**src/rtl/cmd_port_pkg.sv**
```systemverilog
package cmd_port_pkg;
  localparam int FRAME_W   = 16;
  localparam int ADDR_W    = 6;
  localparam int TX_ADDR_W = 5;
  localparam int DATA_W    = 8;

  typedef struct packed {
    logic              kind;   // 0: control
    logic              rd;
    logic [ADDR_W-1:0] addr;
    logic [DATA_W-1:0] data;
  } ctrl_word_t;

  typedef struct packed {
    logic                 kind;  // 1: transmit data
    logic [TX_ADDR_W-1:0] addr;
    logic                 updn;
    logic                 mode;
    logic [DATA_W-1:0]    data;
  } tx_word_t;
endpackage

```
**src/rtl/cmd_rx_shift.sv**
```systemverilog
module cmd_rx_shift #(
  parameter int FRAME_W = 16
) (
  input  logic               clk_i,
  input  logic               rst_ni,
  input  logic               dat_i,
  input  logic               fs_i,
  output logic               frame_vld_o,
  output logic [FRAME_W-1:0] frame_o
);
  localparam int CNT_W = $clog2(FRAME_W);
  localparam logic [CNT_W-1:0] LAST = CNT_W'(FRAME_W - 1);

  logic [CNT_W-1:0]   cnt_q;
  logic               act_q;
  logic [FRAME_W-1:0] sr_q;

  always_ff @(posedge clk_i or negedge rst_ni) begin
    if (!rst_ni) begin
      cnt_q       <= '0;
      act_q       <= 1'b0;
      sr_q        <= '0;
      frame_o     <= '0;
      frame_vld_o <= 1'b0;
    end else begin
      frame_vld_o <= 1'b0;
      if (act_q) begin
        sr_q  <= {sr_q[FRAME_W-2:0], dat_i};
        cnt_q <= cnt_q + 1'b1;
        if (cnt_q == LAST) begin
          frame_o     <= {sr_q[FRAME_W-2:0], dat_i};
          frame_vld_o <= 1'b1;
          act_q       <= 1'b0;
        end
      end
      // strobe restarts the count; a partial frame is simply dropped
      if (fs_i) begin
        cnt_q <= '0;
        act_q <= 1'b1;
      end
    end
  end
endmodule

```
**src/rtl/cmd_reg_bank.sv**
```systemverilog
module cmd_reg_bank #(
  parameter int NUM_REGS = 16,
  parameter int ADDR_W   = 6,
  parameter int DATA_W   = 8
) (
  input  logic                       clk_i,
  input  logic                       rst_ni,
  input  logic                       we_i,
  input  logic [ADDR_W-1:0]          waddr_i,
  input  logic [DATA_W-1:0]          wdata_i,
  input  logic [ADDR_W-1:0]          raddr_i,
  output logic [DATA_W-1:0]          rdata_o,
  output logic [NUM_REGS*DATA_W-1:0] regs_o
);
  logic [DATA_W-1:0] mem_q [NUM_REGS];

  for (genvar g = 0; g < NUM_REGS; g++) begin : g_reg
    always_ff @(posedge clk_i or negedge rst_ni) begin
      if (!rst_ni)                                 mem_q[g] <= '0;
      else if (we_i && waddr_i == ADDR_W'(g))      mem_q[g] <= wdata_i;
    end
    assign regs_o[g*DATA_W +: DATA_W] = mem_q[g];
  end

  always_comb begin
    rdata_o = '0;
    for (int i = 0; i < NUM_REGS; i++)
      if (raddr_i == ADDR_W'(i)) rdata_o = mem_q[i];
  end
endmodule

```
**src/rtl/rd_serializer.sv**
```systemverilog
module rd_serializer #(
  parameter int FRAME_W = 16
) (
  input  logic               clk_i,
  input  logic               rst_ni,
  input  logic               load_i,
  input  logic [FRAME_W-1:0] word_i,
  output logic               dat_o,
  output logic               fs_o
);
  localparam int CNT_W = $clog2(FRAME_W + 1);

  logic [FRAME_W-1:0] pend_q, sr_q;
  logic               pend_vld_q, fs_q;
  logic [CNT_W-1:0]   left_q;

  // pend stage lets the strobe overlap the last bit of a running frame
  always_ff @(posedge clk_i or negedge rst_ni) begin
    if (!rst_ni) begin
      pend_q     <= '0;
      pend_vld_q <= 1'b0;
      sr_q       <= '0;
      left_q     <= '0;
      fs_q       <= 1'b0;
    end else begin
      fs_q <= load_i;
      if (load_i) begin
        pend_q     <= word_i;
        pend_vld_q <= 1'b1;
      end
      if (pend_vld_q) begin
        sr_q       <= pend_q;
        left_q     <= CNT_W'(FRAME_W);
        pend_vld_q <= load_i;
      end else if (left_q != '0) begin
        sr_q   <= {sr_q[FRAME_W-2:0], 1'b0};
        left_q <= left_q - 1'b1;
      end
    end
  end

  assign dat_o = (left_q != '0) & sr_q[FRAME_W-1];
  assign fs_o  = fs_q;
endmodule

```
**src/rtl/cmd_port_slave.sv**
```systemverilog
module cmd_port_slave
  import cmd_port_pkg::*;
#(
  parameter int NUM_REGS = 16
) (
  input  logic                     clk_i,
  input  logic                     rst_ni,
  input  logic                     cmd_dat_i,
  input  logic                     cmd_fs_i,
  output logic                     rd_dat_o,
  output logic                     rd_fs_o,
  output logic                     tx_valid_o,
  output logic [TX_ADDR_W-1:0]     tx_addr_o,
  output logic                     tx_updn_o,
  output logic                     tx_mode_o,
  output logic [DATA_W-1:0]        tx_data_o,
  output logic [NUM_REGS*DATA_W-1:0] regs_o
);
  logic               frm_vld;
  logic [FRAME_W-1:0] frm;
  ctrl_word_t         cw;
  tx_word_t           tw;
  logic               is_ctrl, reg_we, reg_re;
  logic [DATA_W-1:0]  rdata;
  logic [FRAME_W-1:0] resp;

  cmd_rx_shift #(.FRAME_W(FRAME_W)) u_rx (
    .clk_i, .rst_ni,
    .dat_i       (cmd_dat_i),
    .fs_i        (cmd_fs_i),
    .frame_vld_o (frm_vld),
    .frame_o     (frm)
  );

  assign cw      = ctrl_word_t'(frm);
  assign tw      = tx_word_t'(frm);
  assign is_ctrl = frm_vld & (cw.kind == 1'b0);
  assign reg_we  = is_ctrl & ~cw.rd;
  assign reg_re  = is_ctrl &  cw.rd;

  cmd_reg_bank #(.NUM_REGS(NUM_REGS), .ADDR_W(ADDR_W), .DATA_W(DATA_W)) u_bank (
    .clk_i, .rst_ni,
    .we_i    (reg_we),
    .waddr_i (cw.addr),
    .wdata_i (cw.data),
    .raddr_i (cw.addr),
    .rdata_o (rdata),
    .regs_o  (regs_o)
  );

  assign resp = {1'b0, 1'b1, cw.addr, rdata};

  rd_serializer #(.FRAME_W(FRAME_W)) u_rd (
    .clk_i, .rst_ni,
    .load_i (reg_re),
    .word_i (resp),
    .dat_o  (rd_dat_o),
    .fs_o   (rd_fs_o)
  );

  assign tx_valid_o = frm_vld & tw.kind;
  assign tx_addr_o  = tw.addr;
  assign tx_updn_o  = tw.updn;
  assign tx_mode_o  = tw.mode;
  assign tx_data_o  = tw.data;
endmodule

```
**config.mk**
```make
export PLATFORM = sky130hd
export DESIGN_NAME = cmd_port_slave
export DESIGN_NICKNAME = d
export VERILOG_FILES = /design/src/rtl/cmd_port_pkg.sv /design/src/rtl/cmd_rx_shift.sv /design/src/rtl/cmd_reg_bank.sv /design/src/rtl/rd_serializer.sv /design/src/rtl/cmd_port_slave.sv
export SDC_FILE = /design/constraint.sdc
export NUM_CORES = 1
export LEC_CHECK = 0
export BUFFER_PORTS_ARGS = -buffer_cell sky130_fd_sc_hd__buf_2
export CAP_MARGIN = 20
export CORE_ASPECT_RATIO = 1.4
export CORE_MARGIN = 5
export CORE_UTILIZATION = 61
export CTS_CLUSTER_SIZE = 28
export DETAILED_ROUTE_END_ITERATION = 7
export HOLD_SLACK_MARGIN = 0.05
export PLACE_DENSITY = 0.82
export SYNTH_ARGS = -nofsm -noshare
export SYNTH_HDL_FRONTEND = slang
export SYNTH_SLANG_ARGS = --single-unit
export TNS_END_PERCENT = 30
```
**constraint.sdc**
```tcl
create_clock -name clk_i -period 3.25 [get_ports clk_i]
set_input_delay 0.1625 -clock clk_i [delete_from_list [all_inputs] [get_ports clk_i]]
set_output_delay 0.1625 -clock clk_i [all_outputs]
set_load 0.02 [all_outputs]
```
### Word-level counts from Yosys, hierarchy flattened

Index checks and enable logic that the tools add are counted.

* add/sub/neg operators: 2
* multipliers: 0
* divide/modulo/power cells: 0
* $lt $le $gt $ge: 0
* equal/unequal tests: 16
* shift operators: 0
* mux-type cells: 29
* bitwise logic cells: 7
* reduce and logical (&&, ||, !) cells: 21

Operator list (number)
* two-way mux 8 bit: 16
* == test 6 x 4 -> 1 bit (second input constant): 8
* two-way mux 16 bit: 2
* == test 6 x 3 -> 1 bit (second input constant): 4
* logical AND 1 bit: 16
* == test 6 x 2 -> 1 bit (second input constant): 2
* two-way mux 5 bit: 2
* two-way mux 4 bit: 2
* two-way mux 1 bit: 7
* == test 6 x 1 -> 1 bit (second input constant): 1
* logical NOT 6 bit: 1
* AND 1 bit: 5
* nonzero test 5 bit: 1
* subtractor 5 x 1 -> 5 bit (second input constant): 1
* adder 4 x 1 -> 4 bit (second input constant): 1
* == test 4 bit (second input constant): 1
* nonzero test 2 bit: 2
* NOT 1 bit: 2
* AND reduction 2 bit: 1

* bits in registers: 203
* bits in latches: 0
* RAM bits: 0
* memory bits (read-only): 0
* input bits: 4
* output and inout bits: 146
* logic and storage cells: 101
* memories kept: 0

### Depth between registers and ports, before layout

Gate-level depths: netlist of the first run.

* depth after elaboration: 17
* depth in mapped cells: 8
* depth with buffers taken out: 6

### Cells and area by module

Synthesis of the first run repeated with hierarchy kept, for this count alone.

* cells, all modules: 729
* area, all modules: 9376.5 µm²

Modules (own cells, without submodules)
* cmd_reg_bank: times used 1, cells each 509, area each 6271.0 µm², sequential area each 3203.1 µm²
* rd_serializer: times used 1, cells each 128, area each 1612.8 µm², sequential area each 950.9 µm²
* cmd_rx_shift: times used 1, cells each 87, area each 1456.4 µm², sequential area each 925.9 µm²
* cmd_port_slave: times used 1, cells each 5, area each 36.3 µm², sequential area each 0.0 µm²

### Worst setup path after synthesis of the first run

OpenSTA, ideal clock, no wires.

* path type: register to register
* start point: reg u_rx.frame_o[8]
* end point: reg u_rd.pend_q[6]
* library setup time: 0.134 ns
* arrival time: 1.943 ns
* required time: 3.116 ns
* setup slack: 1.173 ns
* cell stages (with the launch flop): 7
* buffers on the path: 2
* period minus slack after synthesis: 2.077 ns
* cells stage by stage: dfrtp_1 > buf_2 > buf_2 > mux4_2 > a22o_1 > a311oi_1 > o31ai_1

* word-level cells in the longest chain between the ends: 17
* elaborated cells between the ends (all ways): 32
* classes of those cells: 15 x eq/ne; 16 x mux; 1 x reduce/logical

RTL lines
* start, declared: line cmd_rx_shift.sv:9 `output logic [FRAME_W-1:0] frame_o`
* start signal, assigned: line cmd_rx_shift.sv:31 `frame_o <= {sr_q[FRAME_W-2:0], dat_i};`
* logical NOT 6 bit: line cmd_reg_bank.sv:28 `if (raddr_i == ADDR_W'(i)) rdata_o = mem_q[i];`
* two-way mux 8 bit (15 in a row): line cmd_reg_bank.sv:28
* two-way mux 8 bit *: line cmd_reg_bank.sv:28
* end signal, assigned: line rd_serializer.sv:28 `pend_q <= word_i;`
* end, declared: line rd_serializer.sv:13 `logic [FRAME_W-1:0] pend_q, sr_q;`

Every way passes the cells marked *; elsewhere a longest branch is shown, timed or not.
A chain may end at the register's enable or synchronous reset.

### Final worst setup path of the first run

* start point: reg u_rx.frame_o[9]
* end point: reg u_bank.mem_q (netlist bit u_bank.regs_o[47])

* word-level cells in the longest chain between the ends: 2

RTL lines
* == test 6 x 3 -> 1 bit: line cmd_reg_bank.sv:20 `else if (we_i && waddr_i == ADDR_W'(g)) mem_q[g] <= wdata_i;`
* logical AND 1 bit: line cmd_reg_bank.sv:20
* end signal, assigned by index: line cmd_reg_bank.sv:20
* end, declared: line cmd_reg_bank.sv:15 `logic [DATA_W-1:0] mem_q [NUM_REGS];`

Every way passes these cells.

==> results of run 1 <==
## flip-flops by register name (all words and copies together), names as in the netlist
name and count:
u_bank.regs_o 128, u_rd.sr_q 16, u_rx.frame_o 16, u_rd.pend_q 15, u_rx.sr_q 15, u_rd.left_q 5
u_rx.cnt_q 4, u_rd.fs_o 1, u_rx.act_q 1, u_rx.frame_vld_o 1
## layer usage
metal | track usage | routed length [um]
met1 | 0.376 | 9740
met2 | 0.520 | 13500
met3 | 0.0349 | 1660
met4 | 0.126 | 1080
met5 | 0 | 0
## timing repair
action,CTS,global route
hold endpoints to repair,91,0
gates resized for setup,0,0
hold buffers,3,0
## synthesized netlist by cell type, types with 4 or more instances
master / count / area (um^2)
sky130_fd_sc_hd__a211o_1: 4 / 35.0
sky130_fd_sc_hd__a21o_1: 6 / 45.0
sky130_fd_sc_hd__a21oi_1: 18 / 90.1
sky130_fd_sc_hd__a22oi_1: 7 / 52.6
sky130_fd_sc_hd__a311oi_1: 4 / 35.0
sky130_fd_sc_hd__a31oi_1: 6 / 37.5
sky130_fd_sc_hd__buf_2: 19 / 95.1
sky130_fd_sc_hd__buf_4: 15 / 113
sky130_fd_sc_hd__clkbuf_1: 27 / 101
sky130_fd_sc_hd__dfrtp_1: 202 / 5050
sky130_fd_sc_hd__inv_1: 6 / 22.5
sky130_fd_sc_hd__mux2_2: 148 / 1670
sky130_fd_sc_hd__mux2i_1: 38 / 380
sky130_fd_sc_hd__mux4_2: 10 / 225
sky130_fd_sc_hd__nand2_1: 102 / 383
sky130_fd_sc_hd__nand3_1: 9 / 45.0
sky130_fd_sc_hd__nand4_1: 4 / 25.0
sky130_fd_sc_hd__nor2_1: 19 / 71.3
sky130_fd_sc_hd__nor2b_1: 5 / 31.3
sky130_fd_sc_hd__nor3_1: 8 / 40.0
sky130_fd_sc_hd__o21ai_0: 30 / 150
sky130_fd_sc_hd__o22ai_1: 4 / 25.0
## layout make-up
type	count	area [um^2]	share of cell area
multi-input combinational	478	3860	0.358
clock buffer	31	623	0.0578
clock inverter	3	42.5	0.00394
sequential	202	5060	0.469
tap	192	240	0.0223
inverter	8	30.0	0.00278
timing repair buffer	170	932	0.0864
## worst paths after layout
| path | from | endpoint | slack [ns] |
|---|---|---|---|
| hold reg to reg | u_rd.pend_q[14] | u_rd.pend_q[14] | 0.47 |
| min in group clk_i | cmd_fs_i | u_rx.cnt_q[0] | 0.43 |
| hold / removal | rst_ni | u_bank.regs_o[111] | 0.29 |
| setup reg to reg | u_rx.frame_o[9] | u_bank.regs_o[47] | 0.69 |
| max in group asynchronous | rst_ni | u_bank.regs_o[50] | 2.10 |
| setup / recovery | u_rx.frame_o[9] | u_bank.regs_o[47] | 0.69 |
## stage by stage
step           instance area [um^2]  hold WS [ns]  power, mW  instances
6_report                      10800         0.286       4.96       1084
5_1_grt                       10800         0.370       5.11       1084
4_1_cts                       10800         0.332       4.99       1084
3_5_place_dp                  10100         0.273       2.67       1047
3_3_place_gp                  10100         0.261       2.66       1047
2_1_floorplan                  9270        -0.133       2.60        752
## power by group through the flow
stage | logic, mW | clock network [mW] | registers, mW
6_report | 0.0826 | 2.33 | 2.54
5_1_grt | 0.0964 | 2.47 | 2.54
3_3_place_gp | 0.0779 | 0 | 2.59
3_5_place_dp | 0.0828 | 0 | 2.59
4_1_cts | 0.0861 | 2.36 | 2.54
2_1_floorplan | 0.0207 | 0 | 2.58
## logic make-up (layout without fill, tap and decap cells)
family | after synthesis | in the layout | synth area share
flops | 202 | 202 | 0.545
mux | 196 | 196 | 0.245
simple gates | 174 | 174 | 0.0903
compound gates | 100 | 100 | 0.0713
buf+inv | 72 | 212 | 0.0394
xor+xnor | 5 | 5 | 0.00472
fa+ha+maj | 3 | 3 | 0.00405
==> Flow_metrics.wiki, run 1 <==
{| class="wikitable"
! Metric !! Value
|-
| Status || complete, no violations
|-
| Areal power density over the cells || 459 nW/um^2
|-
| Global-route wire length before repair || just over 40 mm
|-
| Share of cells above drive strength 1 || 0.415
|-
| Primary flip-flop cell chosen by synthesis mapping || sky130_fd_sc_hd__dfrtp_1
|-
| Period utilization || 0.786
|-
| VDD IR-drop max || 456 uV
|-
| Portion of the post-synthesis area used by sequential elements || 0.545
|-
| Worst min path class || input port to async pin
|-
| Router iterations before antenna repair || 5
|-
| Number of buffers and inverters on the critical path || 1
|-
| Port-buffer cells || about 150
|-
| CP cell instances || buf_4 > nor2b_1 > nand3_1 > mux2_2
|-
| CP Class || register to register
|-
| Number of max-cap violations || 0
|-
| Clock transition at the registers of the reported paths || roughly 0.06 ns
|-
| Sum Neg Setup Slack || 0 ns
|-
| Reported net switching power || roughly 1.0 mW
|-
| Number of fillers in the final layout || 1076
|-
| Final weighted congestion in routability-driven placement || roughly 0.95
|-
| Average cell area after synthesis || 12.3 um^2
|-
| Number of diodes added for antenna fixing || 0
|-
| Vias per std cell || around 6.2
|-
| Mapped Nets || approximately 760
|-
| Number of synthesized flops with an enable pin || 0
|-
| Floorplan core area || between 10000 and 15000 um^2
|-
| Part of the power in the clock network || 0.470
|-
| Setup repair after global routing missed its margin || false
|-
| Worst Tran Pin Value || around 0.95 ns
|-
| Library cell contributing the largest single delay on the critical path || sky130_fd_sc_hd__nor2b_1
|-
| TritonCTS buffer count || 20
|-
| Maximum clock path buffer count || 3
|-
| X dimension of the die || 114 um
|-
| # nets final || between 800 and 900
|-
| Global-route usage over all layers || 0.298
|-
| Final setup viols || 0
|-
| Worst Setup Start Kind || register
|-
| Static leakage || around 5.7 nW
|-
| Fraction of synthesis flops using an asynchronous set or reset pin || 1.00
|-
| CTS tree || built
|-
| Peak clock frequency supported by timing || a little under 0.4 GHz
|-
| Leading cell types in the layout, fill and taps excluded || sky130_fd_sc_hd__dfrtp_1 (200), sky130_fd_sc_hd__mux2_2 (148), sky130_fd_sc_hd__buf_2 (148)
|-
| Routed length per instance || approximately 24 um
|-
| Number of primary I/O pins || 150
|-
| Slew margin rel. || 0.364
|-
| Number of design-rule violations left by the first detailed-router iteration || 527
|-
| DRC errors left || 0
|-
| Residual overflow from global routing || 0
|-
| Logic pwr share || 0.017
|-
| Synthesized instance count || around 750
|-
| Net switching fraction of the power || 0.204
|-
| Count of cell types in the netlist || 60
|-
| Crit-path leading delay family || simple AND/OR/NAND/NOR gates
|-
| Synth warn || 0
|-
| # Post-CTS Setup Buffers || 0
|-
| Util after Layout || 0.720
|-
| Cell internal power dissipation || about 4 mW
|-
| Data required, critical path || roughly 3.6 ns
|-
| Via count of the first global-routing pass || ~7100
|-
| Critical Path Sink Type || register
|-
| Root buffer cell || sky130_fd_sc_hd__clkbuf_16
|-
| Maximum fanout along the worst path || about 40
|-
| Routed Wire Length || around 26 mm
|-
| Insertion delay to the later sink of the worst-skew pair || about 0.49 ns
|-
| Worst reg-to-reg path cell count || 4
|-
| Flop pwr share || 0.513
|-
| Post-DP HPWL || ~18 mm
|-
| Number of register bits inferred by synthesis || between 200 and 250
|-
| Depth of the CTS H-tree || 1
|-
| Final critical path time including I/O delays and setup || between 2 and 3 ns
|-
| Layout overhead on the synthesized area || 16.4%
|-
| Post-synthesis instance area || a little over 9000 um^2
|-
| Cell depth of the worst setup path || 4
|-
| Overall via count from detail_route || roughly 6800
|-
| Setup WS post-layout || ~0.7 ns
|-
| Maximum number of pins on one net before global-route repair || 88
|-
| Starting density of the core || 0.619
|-
| Crit path largest cell delay || a little under 0.6 ns
|-
| Antenna violations before repair || 0
|-
| Final worst clock skew || ~0.0076 ns
|-
| Placement Setup Slack || 0.816 ns
|-
| Number of rows in the core area || 53
|-
| Leading cell type in the layout, fill and taps excluded || sky130_fd_sc_hd__dfrtp_1
|-
| Final hold viol count || 0
|-
| Max-slew violation count || 0
|-
| Die outline area || 17800 um^2
|-
| Arrival time of data at the critical path endpoint || ~2.9 ns
|-
| Die height || between 150 and 200 um
|-
| CTS sink cnt || roughly 200
|-
| Remaining number of nets flagged by the antenna check after routing || 0
|}
No activity file was read; power rests on OpenSTA's default activity.
==> run 2: changes to the inputs <==
--- a/config.mk
+++ b/config.mk
@@ -5,15 +5,16 @@
 export SDC_FILE = /design/constraint.sdc
 export NUM_CORES = 1
 export LEC_CHECK = 0
+export ABC_AREA = 1
 export BUFFER_PORTS_ARGS = -buffer_cell sky130_fd_sc_hd__buf_2
 export CAP_MARGIN = 20
 export CORE_ASPECT_RATIO = 1.4
 export CORE_MARGIN = 5
-export CORE_UTILIZATION = 61
+export CORE_UTILIZATION = 56
 export CTS_CLUSTER_SIZE = 28
 export DETAILED_ROUTE_END_ITERATION = 7
 export HOLD_SLACK_MARGIN = 0.05
-export PLACE_DENSITY = 0.82
+export PLACE_DENSITY = 0.77
 export SYNTH_ARGS = -nofsm -noshare
 export SYNTH_HDL_FRONTEND = slang
 export SYNTH_SLANG_ARGS = --single-unit
==> constraint.sdc (replaced) <==
create_clock -name clk_i -period 2.5 [get_ports clk_i]
set_input_delay 0.125 -clock clk_i [delete_from_list [all_inputs] [get_ports clk_i]]
set_output_delay 0.125 -clock clk_i [all_outputs]
set_load 0.02 [all_outputs]
==> Flow_metrics.wiki, run 2 <==
{| class="wikitable"
! Metric !! Value
|-
| Global-route usage over all layers || 0.275
|-
| Depth of the CTS H-tree || 1
|-
| Number of design-rule violations left by the first detailed-router iteration || about 820
|-
| Residual overflow from global routing || 0
|-
| Cell Count Post-Placement || ~1300
|-
| Cell types with the largest area share after synthesis || sky130_fd_sc_hd__dfrtp_1 (57%), sky130_fd_sc_hd__nand2_1 (14%), sky130_fd_sc_hd__o21ai_0 (9.8%)
|-
| Maximum clock path buffer count || 3
|-
| Synth Area in Compound Gates || 0.120
|-
| Starting density of the core || 0.568
|-
| Antenna violations before repair || 0
|-
| Number of rows in the core area || 54
|-
| Mapped Nets || 1049
|-
| Leading cell type in the layout, fill and taps excluded || sky130_fd_sc_hd__nand2_1
|-
| Clock transition at the registers of the reported paths || 0.06 ns
|-
| Routed length per instance || approximately 18 um
|-
| Root buffer cell || sky130_fd_sc_hd__clkbuf_16
|-
| Dominant combinational cell family by area after synthesis || simple AND/OR/NAND/NOR gates
|-
| Slew margin rel. || 0.409
|-
| Number of synthesized flops with an enable pin || 0
|-
| Router iterations before antenna repair || 5
|-
| Fraction of synthesis flops using an asynchronous set or reset pin || 1.00
|-
| CP cell instances || nor2_4 > nand2_2 > nor2_4 > inv_2 > nor2_1 > o21bai_1 > nand4_1 > nand2_1 > nand4_1 > nand2_1 > nand3_1 > nand2_1 > nand2_1
|-
| CTS tree || built
|-
| Post-Layout Cell Count || about 1400
|-
| Final weighted congestion in routability-driven placement || around 0.9
|-
| Worst Setup Start Kind || register
|-
| Share of cells above drive strength 1 || 0.194
|-
| Worst reg-to-reg path cell count || 13
|-
| # nets final || about 1200
|-
| Number of max-cap violations || 0
|-
| Vias per std cell || ~5.6
|-
| Die outline area || ~18000 um^2
|-
| Final setup viols || 0
|-
| CTS sink cnt || between 200 and 250
|-
| Primary flip-flop cell chosen by synthesis mapping || sky130_fd_sc_hd__dfrtp_1
|-
| Count of cell types in the netlist || 34
|-
| Most frequent cell after synthesis || sky130_fd_sc_hd__nand2_1
|-
| Footprint of the multi-input gates || between 3000 and 4000 um^2
|-
| Post-synthesis simple-gate area fraction || 0.235
|-
| Sum Neg Setup Slack || 0 ns
|-
| Total cell area at the placement stage || between 9000 and 10000 um^2
|-
| DRC errors left || 0
|-
| Crit path largest cell delay || 0.47 ns
|-
| Arrival time of data at the critical path endpoint || 2.60 ns
|-
| Flip-flop count of the largest register after layout || about 130
|-
| TritonCTS buffer count || 20
|-
| Maximum number of pins on one net before global-route repair || 87
|-
| Period utilization || 0.884
|-
| Portion of the post-synthesis area used by sequential elements || 0.570
|-
| Leading cell types in the layout, fill and taps excluded || sky130_fd_sc_hd__nand2_1 (332), sky130_fd_sc_hd__dfrtp_1 (202), sky130_fd_sc_hd__o21ai_0 (173)
|-
| Post-synthesis adder-cell area fraction || 0.00423
|-
| Number of primary I/O pins || 150
|-
| CP Class || register to register
|-
| Peak clock frequency supported by timing || between 0.4 and 0.5 GHz
|-
| Flop2flop setup slack || approximately 0.29 ns
|-
| Library cell contributing the largest single delay on the critical path || sky130_fd_sc_hd__dfrtp_1
|-
| Areal power density over the cells || 630 nW/um^2
|-
| Data required, critical path || 2.89 ns
|-
| Final critical path time including I/O delays and setup || roughly 2.2 ns
|-
| Number of fillers in the final layout || between 1000 and 1500
|-
| Die height || between 150 and 200 um
|-
| Post-DP HPWL || 17.5 mm
|-
| Finished Cell Area || around 10000 um^2
|-
| Ranking of synthesized cells by instance count || sky130_fd_sc_hd__nand2_1 (332), sky130_fd_sc_hd__dfrtp_1 (202), sky130_fd_sc_hd__o21ai_0 (173)
|-
| Maximum fanout along the worst path || 12
|-
| Util after Layout || 0.670
|-
| Most frequent cell on the critical path || sky130_fd_sc_hd__nand2_1
|-
| Worst min path class || input port to async pin
|-
| Post-synthesis instance area || slightly below 9000 um^2
|-
| Static leakage || 5.28 nW
|-
| X dimension of the die || approximately 120 um
|-
| Status || complete, no violations
|-
| Layout overhead on the synthesized area || 18.0%
|-
| Floorplan core area || around 16000 um^2
|-
| Reg2Reg Launch Point || u_rx.frame_o[12]
|-
| Area share of xor/xnor cells in the synthesized design || 0
|-
| Number of diodes added for antenna fixing || 0
|-
| Final hold viol count || 0
|-
| CP startpoint || u_rx.frame_o[12]
|-
| Global-route wire length before repair || about 40 mm
|-
| Placement Setup Slack || around 0.24 ns
|-
| Routed Wire Length || about 25 mm
|-
| Overall via count from detail_route || between 7000 and 8000
|-
| Port-buffer cells || roughly 150
|-
| Yosys top cell area share || 0.570
|-
| Sequential Area || just over 5000 um^2
|-
| Average cell area after synthesis || between 8 and 9 um^2
|-
| Via count of the first global-routing pass || 7460
|-
| Critical Path Sink Type || register
|-
| Setup repair after global routing missed its margin || false
|-
| Synthesized instance count || roughly 1000
|-
| Final worst clock skew || between 0.008 and 0.009 ns
|-
| Cell accounting for the most synthesized area || sky130_fd_sc_hd__dfrtp_1
|-
| VDD IR-drop max || around 580 uV
|-
| Max-slew violation count || 0
|-
| Proportion of synthesized area in mux cells || 0.00127
|-
| Worst Tran Pin Value || 0.885 ns
|-
| Synth warn || 0
|-
| Remaining number of nets flagged by the antenna check after routing || 0
|-
| Setup WS post-layout || 0.289 ns
|-
| Insertion delay to the later sink of the worst-skew pair || approximately 0.50 ns
|-
| Capture point of the worst reg-to-reg path || u_rd.pend_q[1]
|-
| Number of register bits inferred by synthesis || 202
|}
-- run 2: cell count changes in the layout (fill, tap and decap cells not counted), moves of 8 or more --
cell,change
sky130_fd_sc_hd__nand3_1,+21
sky130_fd_sc_hd__nor2_1,+44
sky130_fd_sc_hd__o21ai_0,+143
sky130_fd_sc_hd__nand2_1,+230
sky130_fd_sc_hd__a21oi_1,-13
sky130_fd_sc_hd__mux2i_1,-38
sky130_fd_sc_hd__nand4_1,+30
sky130_fd_sc_hd__a31oi_1,+8
sky130_fd_sc_hd__mux4_2,-10
sky130_fd_sc_hd__inv_1,+75
sky130_fd_sc_hd__mux2_2,-147
-- run 2: per-layer routing --
| metal | vias up | GRT usage | routed length (um) |
|---|---|---|---|
| li1 | 3622 | - | - |
| met1 | 3694 | 0.371 | 9970 |
| met2 | 378 | 0.446 | 12700 |
| met3 | 84 | 0.0358 | 1670 |
| met4 | 0 | 0.116 | 1110 |
| met5 | - | 0 | 0 |
-- run 2: through the flow --
stage | power (mW) | hold slack, ns
floorplan | 3.38 | -0.171
global placement | 3.46 | 0.229
detailed placement | 3.47 | 0.236
CTS | 6.61 | 0.280
global route | 6.78 | 0.356
finish | 6.59 | 0.254
-- run 2: logic make-up after synthesis --
group,after synthesis
flip-flops,202
AND/OR/NAND/NOR,488
multiplexers,1
adder cells (fa/ha/maj),3
buffers and inverters,144
AO/OA/AOI/OAI,204
-- run 2: final cells by class --
cell class	instances	area share
repair buffers	168	0.0889
multi-input cells	697	0.307
well taps	196	0.0235
inverters	88	0.0316
flip-flops and latches	202	0.483
clock inverters	7	0.0110
clock buffers	26	0.0549
-- run 2: power breakdown --
group          total, mW  switching (mW)  internal, mW
Clock               3.19            1.26          1.92
Sequential          3.30          0.0140          3.29
Combinational      0.106          0.0820        0.0241
Total               6.59            1.36          5.23
-- run 2: critical path, delay by kind of cell (launching register included) --
| kind | cells | cell delay [ns] |
|---|---|---|
| AOI/OAI and AO/OA | 1 | 0.14 |
| buffers and inverters | 1 | 0.07 |
| DFF | 1 | 0.47 |
| and+or+nand+nor | 11 | 1.41 |
-- run 2: repair_timing --
action                     4_1_cts  5_1_grt
hold endpoints to repair        89        0
setup endpoints to repair        0        2
setup buffers                    0        0
gates resized for setup          0        1
hold buffers                     3        0
-- run 2: how the worst max path moves through the flow --
stage                                 to  cells past startpoint
after floorplan           u_rd.pend_q[1]                     13
after global placement    u_rd.pend_q[1]                     13
after detailed placement  u_rd.pend_q[1]                     13
after CTS                 u_rd.pend_q[1]                     13
after global routing      u_rd.pend_q[3]                     13
final                     u_rd.pend_q[1]                     13
==> run 3: changes to the inputs <==
--- a/config.mk
+++ b/config.mk
@@ -5,12 +5,11 @@
 export SDC_FILE = /design/constraint.sdc
 export NUM_CORES = 1
 export LEC_CHECK = 0
-export ABC_AREA = 1
 export BUFFER_PORTS_ARGS = -buffer_cell sky130_fd_sc_hd__buf_2
 export CAP_MARGIN = 20
 export CORE_ASPECT_RATIO = 1.4
 export CORE_MARGIN = 5
-export CORE_UTILIZATION = 56
+export CORE_UTILIZATION = 57
 export CTS_CLUSTER_SIZE = 28
 export DETAILED_ROUTE_END_ITERATION = 7
 export HOLD_SLACK_MARGIN = 0.05
==> Flow_metrics.wiki, run 3 (synthesis results as in run 1) <==
{| class="wikitable"
! Metric !! Value
|-
| Data required, critical path || about 2.9 ns
|-
| Residual overflow from global routing || 0
|-
| Worst min path class || input port to async pin
|-
| Sequential Area || around 5100 um^2
|-
| Maximum fanout along the worst path || 27
|-
| Logic pwr share || 0.017
|-
| Cell internal power dissipation || a little over 5 mW
|-
| Smallest hold slack || 0.194 ns
|-
| Routed Wire Length || about 27 mm
|-
| Number of fillers in the final layout || ~1200
|-
| Leading cell type in the layout, fill and taps excluded || sky130_fd_sc_hd__dfrtp_1
|-
| Last element of the critical path || u_bank.regs_o[48]
|-
| Share of cells above drive strength 1 || 0.424
|-
| Starting density of the core || 0.576
|-
| Final critical path time including I/O delays and setup || between 2 and 2.5 ns
|-
| Capture point of the worst reg-to-reg path || u_bank.regs_o[48]
|-
| Post-Layout Cell Count || between 1000 and 1500
|-
| Areal power density over the cells || around 600 nW/um^2
|-
| Part of the power in the clock network || 0.479
|-
| Final hold viol count || 0
|-
| Die height || 161 um
|-
| Remaining number of nets flagged by the antenna check after routing || 0
|-
| Library cell contributing the largest single delay on the critical path || sky130_fd_sc_hd__dfrtp_2
|-
| Depth of the CTS H-tree || 1
|-
| # nets final || 897
|-
| # Post-CTS Setup Buffers || 0
|-
| Number of diodes added for antenna fixing || 0
|-
| Crit path largest cell delay || around 0.79 ns
|-
| Flop2flop setup slack || about 0.18 ns
|-
| Overall via count from detail_route || 6886
|-
| Flip-flop count of the largest register after layout || between 100 and 150
|-
| Reported net switching power || 1.37 mW
|-
| Number of design-rule violations left by the first detailed-router iteration || a little under 600
|-
| Die outline area || 19000 um^2
|-
| Worst Tran Pin Value || between 0.9 and 1 ns
|-
| Port-buffer cells || 149
|-
| Flop pwr share || 0.504
|-
| Util after Layout || 0.678
|-
| Peak clock frequency supported by timing || ~0.43 GHz
|-
| Cell Count Post-Placement || between 1000 and 1500
|-
| DRC errors left || 0
|-
| Period utilization || 0.930
|-
| Slew margin rel. || 0.357
|-
| Worst reg-to-reg path cell count || 4
|-
| Maximum clock path buffer count || 3
|-
| Number of primary I/O pins || 150
|-
| CP Class || register to register
|-
| Max-slew violation count || 0
|-
| CTS tree || built
|-
| Via count of the first global-routing pass || 7104
|-
| CP startpoint || u_rx.frame_o[9]
|-
| Floorplan core area || 16100 um^2
|-
| Post-DP HPWL || roughly 19 mm
|-
| Vias per std cell || around 6.2
|-
| Critical Path Sink Type || register
|-
| Number of max-cap violations || 0
|-
| Router iterations before antenna repair || 5
|-
| Setup repair after global routing missed its margin || false
|-
| Global-route usage over all layers || 0.279
|-
| VDD IR-drop max || 701 uV
|-
| Sum Neg Setup Slack || 0 ns
|-
| Layout overhead on the synthesized area || 17.8%
|-
| Global-route wire length before repair || ~42 mm
|-
| Footprint of the multi-input gates || roughly 3900 um^2
|-
| Final worst clock skew || approximately 0.022 ns
|-
| Reg2Reg Launch Point || u_rx.frame_o[9]
|-
| Leading cell types in the layout, fill and taps excluded || sky130_fd_sc_hd__dfrtp_1 (200), sky130_fd_sc_hd__mux2_2 (148), sky130_fd_sc_hd__buf_2 (148)
|-
| CTS sink cnt || roughly 200
|-
| Worst Setup Start Kind || register
|-
| Antenna violations before repair || 0
|-
| Root buffer cell || sky130_fd_sc_hd__clkbuf_16
|-
| Static leakage || between 5 and 6 nW
|-
| Final weighted congestion in routability-driven placement || between 0.9 and 1
|-
| Number of rows in the core area || 55
|-
| CP cell instances || inv_1 > nor2_4 > nand3_2 > mux2_2
|-
| Net switching fraction of the power || 0.209
|-
| Arrival time of data at the critical path endpoint || ~2.7 ns
|-
| Maximum number of pins on one net before global-route repair || 74
|-
| TritonCTS buffer count || 21
|-
| X dimension of the die || 118 um
|-
| Insertion delay to the later sink of the worst-skew pair || 0.50 ns
|-
| Pwr Total || between 6 and 7 mW
|-
| Clock transition at the registers of the reported paths || around 0.07 ns
|-
| Routed length per instance || 24.2 um
|-
| Status || complete, no violations
|-
| Final setup viols || 0
|}
## run 3: cell types whose count changed in the layout (fill, tap and decap cells not counted), moves of 7 or more
cell | before | now
sky130_fd_sc_hd__buf_4 | 14 | 24
sky130_fd_sc_hd__nand3_1 | 30 | 9
sky130_fd_sc_hd__nor2_1 | 63 | 19
sky130_fd_sc_hd__nand2_1 | 332 | 102
sky130_fd_sc_hd__inv_1 | 81 | 6
sky130_fd_sc_hd__mux4_2 | 0 | 10
sky130_fd_sc_hd__nor2_4 | 8 | 1
sky130_fd_sc_hd__a31oi_1 | 14 | 6
sky130_fd_sc_hd__o21ai_0 | 173 | 30
sky130_fd_sc_hd__mux2_2 | 1 | 148
sky130_fd_sc_hd__a22oi_1 | 0 | 7
sky130_fd_sc_hd__a21oi_1 | 5 | 18
sky130_fd_sc_hd__nand4_1 | 34 | 4
sky130_fd_sc_hd__mux2i_1 | 0 | 38
## run 3: routing by layer
layer / GRT usage / share of wire / vias to the layer above
met4: 0.126 / 0.045 / 0
met1: 0.355 / 0.38 / 3539
met3: 0.0458 / 0.069 / 79
met2: 0.471 / 0.51 / 315
met5: 0 / 0 / -
li1: - / - / 2953
## run 3: timing repair
item | CTS | global route
resized for setup | 0 | 0
hold endpoints to repair | 77 | 0
hold buffers | 3 | 0
endpoints found under the setup margin | 0 | 0
## run 3: final cells by class
cell class / count / share of cell area
Sequential cell: 202 / 0.463
Multi-Input combinational cell: 478 / 0.354
Timing Repair Buffer: 179 / 0.0938
Clock buffer: 27 / 0.0539
Tap cell: 199 / 0.0228
Clock inverter: 9 / 0.00974
Inverter: 8 / 0.00275
## run 3: worst max-delay path, delay by kind of cell (launching register included)
family | cells | cell delay [ns]
and+or+nand+nor | 2 | 0.66
DFF | 1 | 0.79
buffers and inverters | 1 | 0.37
muxes | 1 | 0.38
## run 3: metrics by stage
stage | setup slack (ns) | cell area (um^2)
floorplan | 0.423 | 9270
global placement | 0.319 | 10200
detailed placement | 0.267 | 10200
CTS | 0.236 | 10900
global route | 0.118 | 10900
finish | 0.176 | 10900
## run 3: power groups by stage
stage / logic (mW) / clock network (mW) / registers [mW]
4_1_cts: 0.116 / 3.18 / 3.31
3_3_place_gp: 0.105 / 0 / 3.36
5_1_grt: 0.128 / 3.33 / 3.31
6_report: 0.110 / 3.14 / 3.31
3_5_place_dp: 0.112 / 0 / 3.37
2_1_floorplan: 0.0269 / 0 / 3.36
## run 3: how the worst min path moves through the flow
stage,from,end,slack (ns),cells after the start
6_report,rst_ni,u_bank.regs_o[105],0.19,2
4_1_cts,rst_ni,u_bank.regs_o[105],0.23,2
5_1_grt,rst_ni,u_bank.regs_o[105],0.28,2
2_1_floorplan,rst_ni,u_bank.regs_o[0],-0.17,0
3_5_place_dp,rst_ni,u_bank.regs_o[105],0.18,1
3_3_place_gp,rst_ni,u_bank.regs_o[121],0.16,1
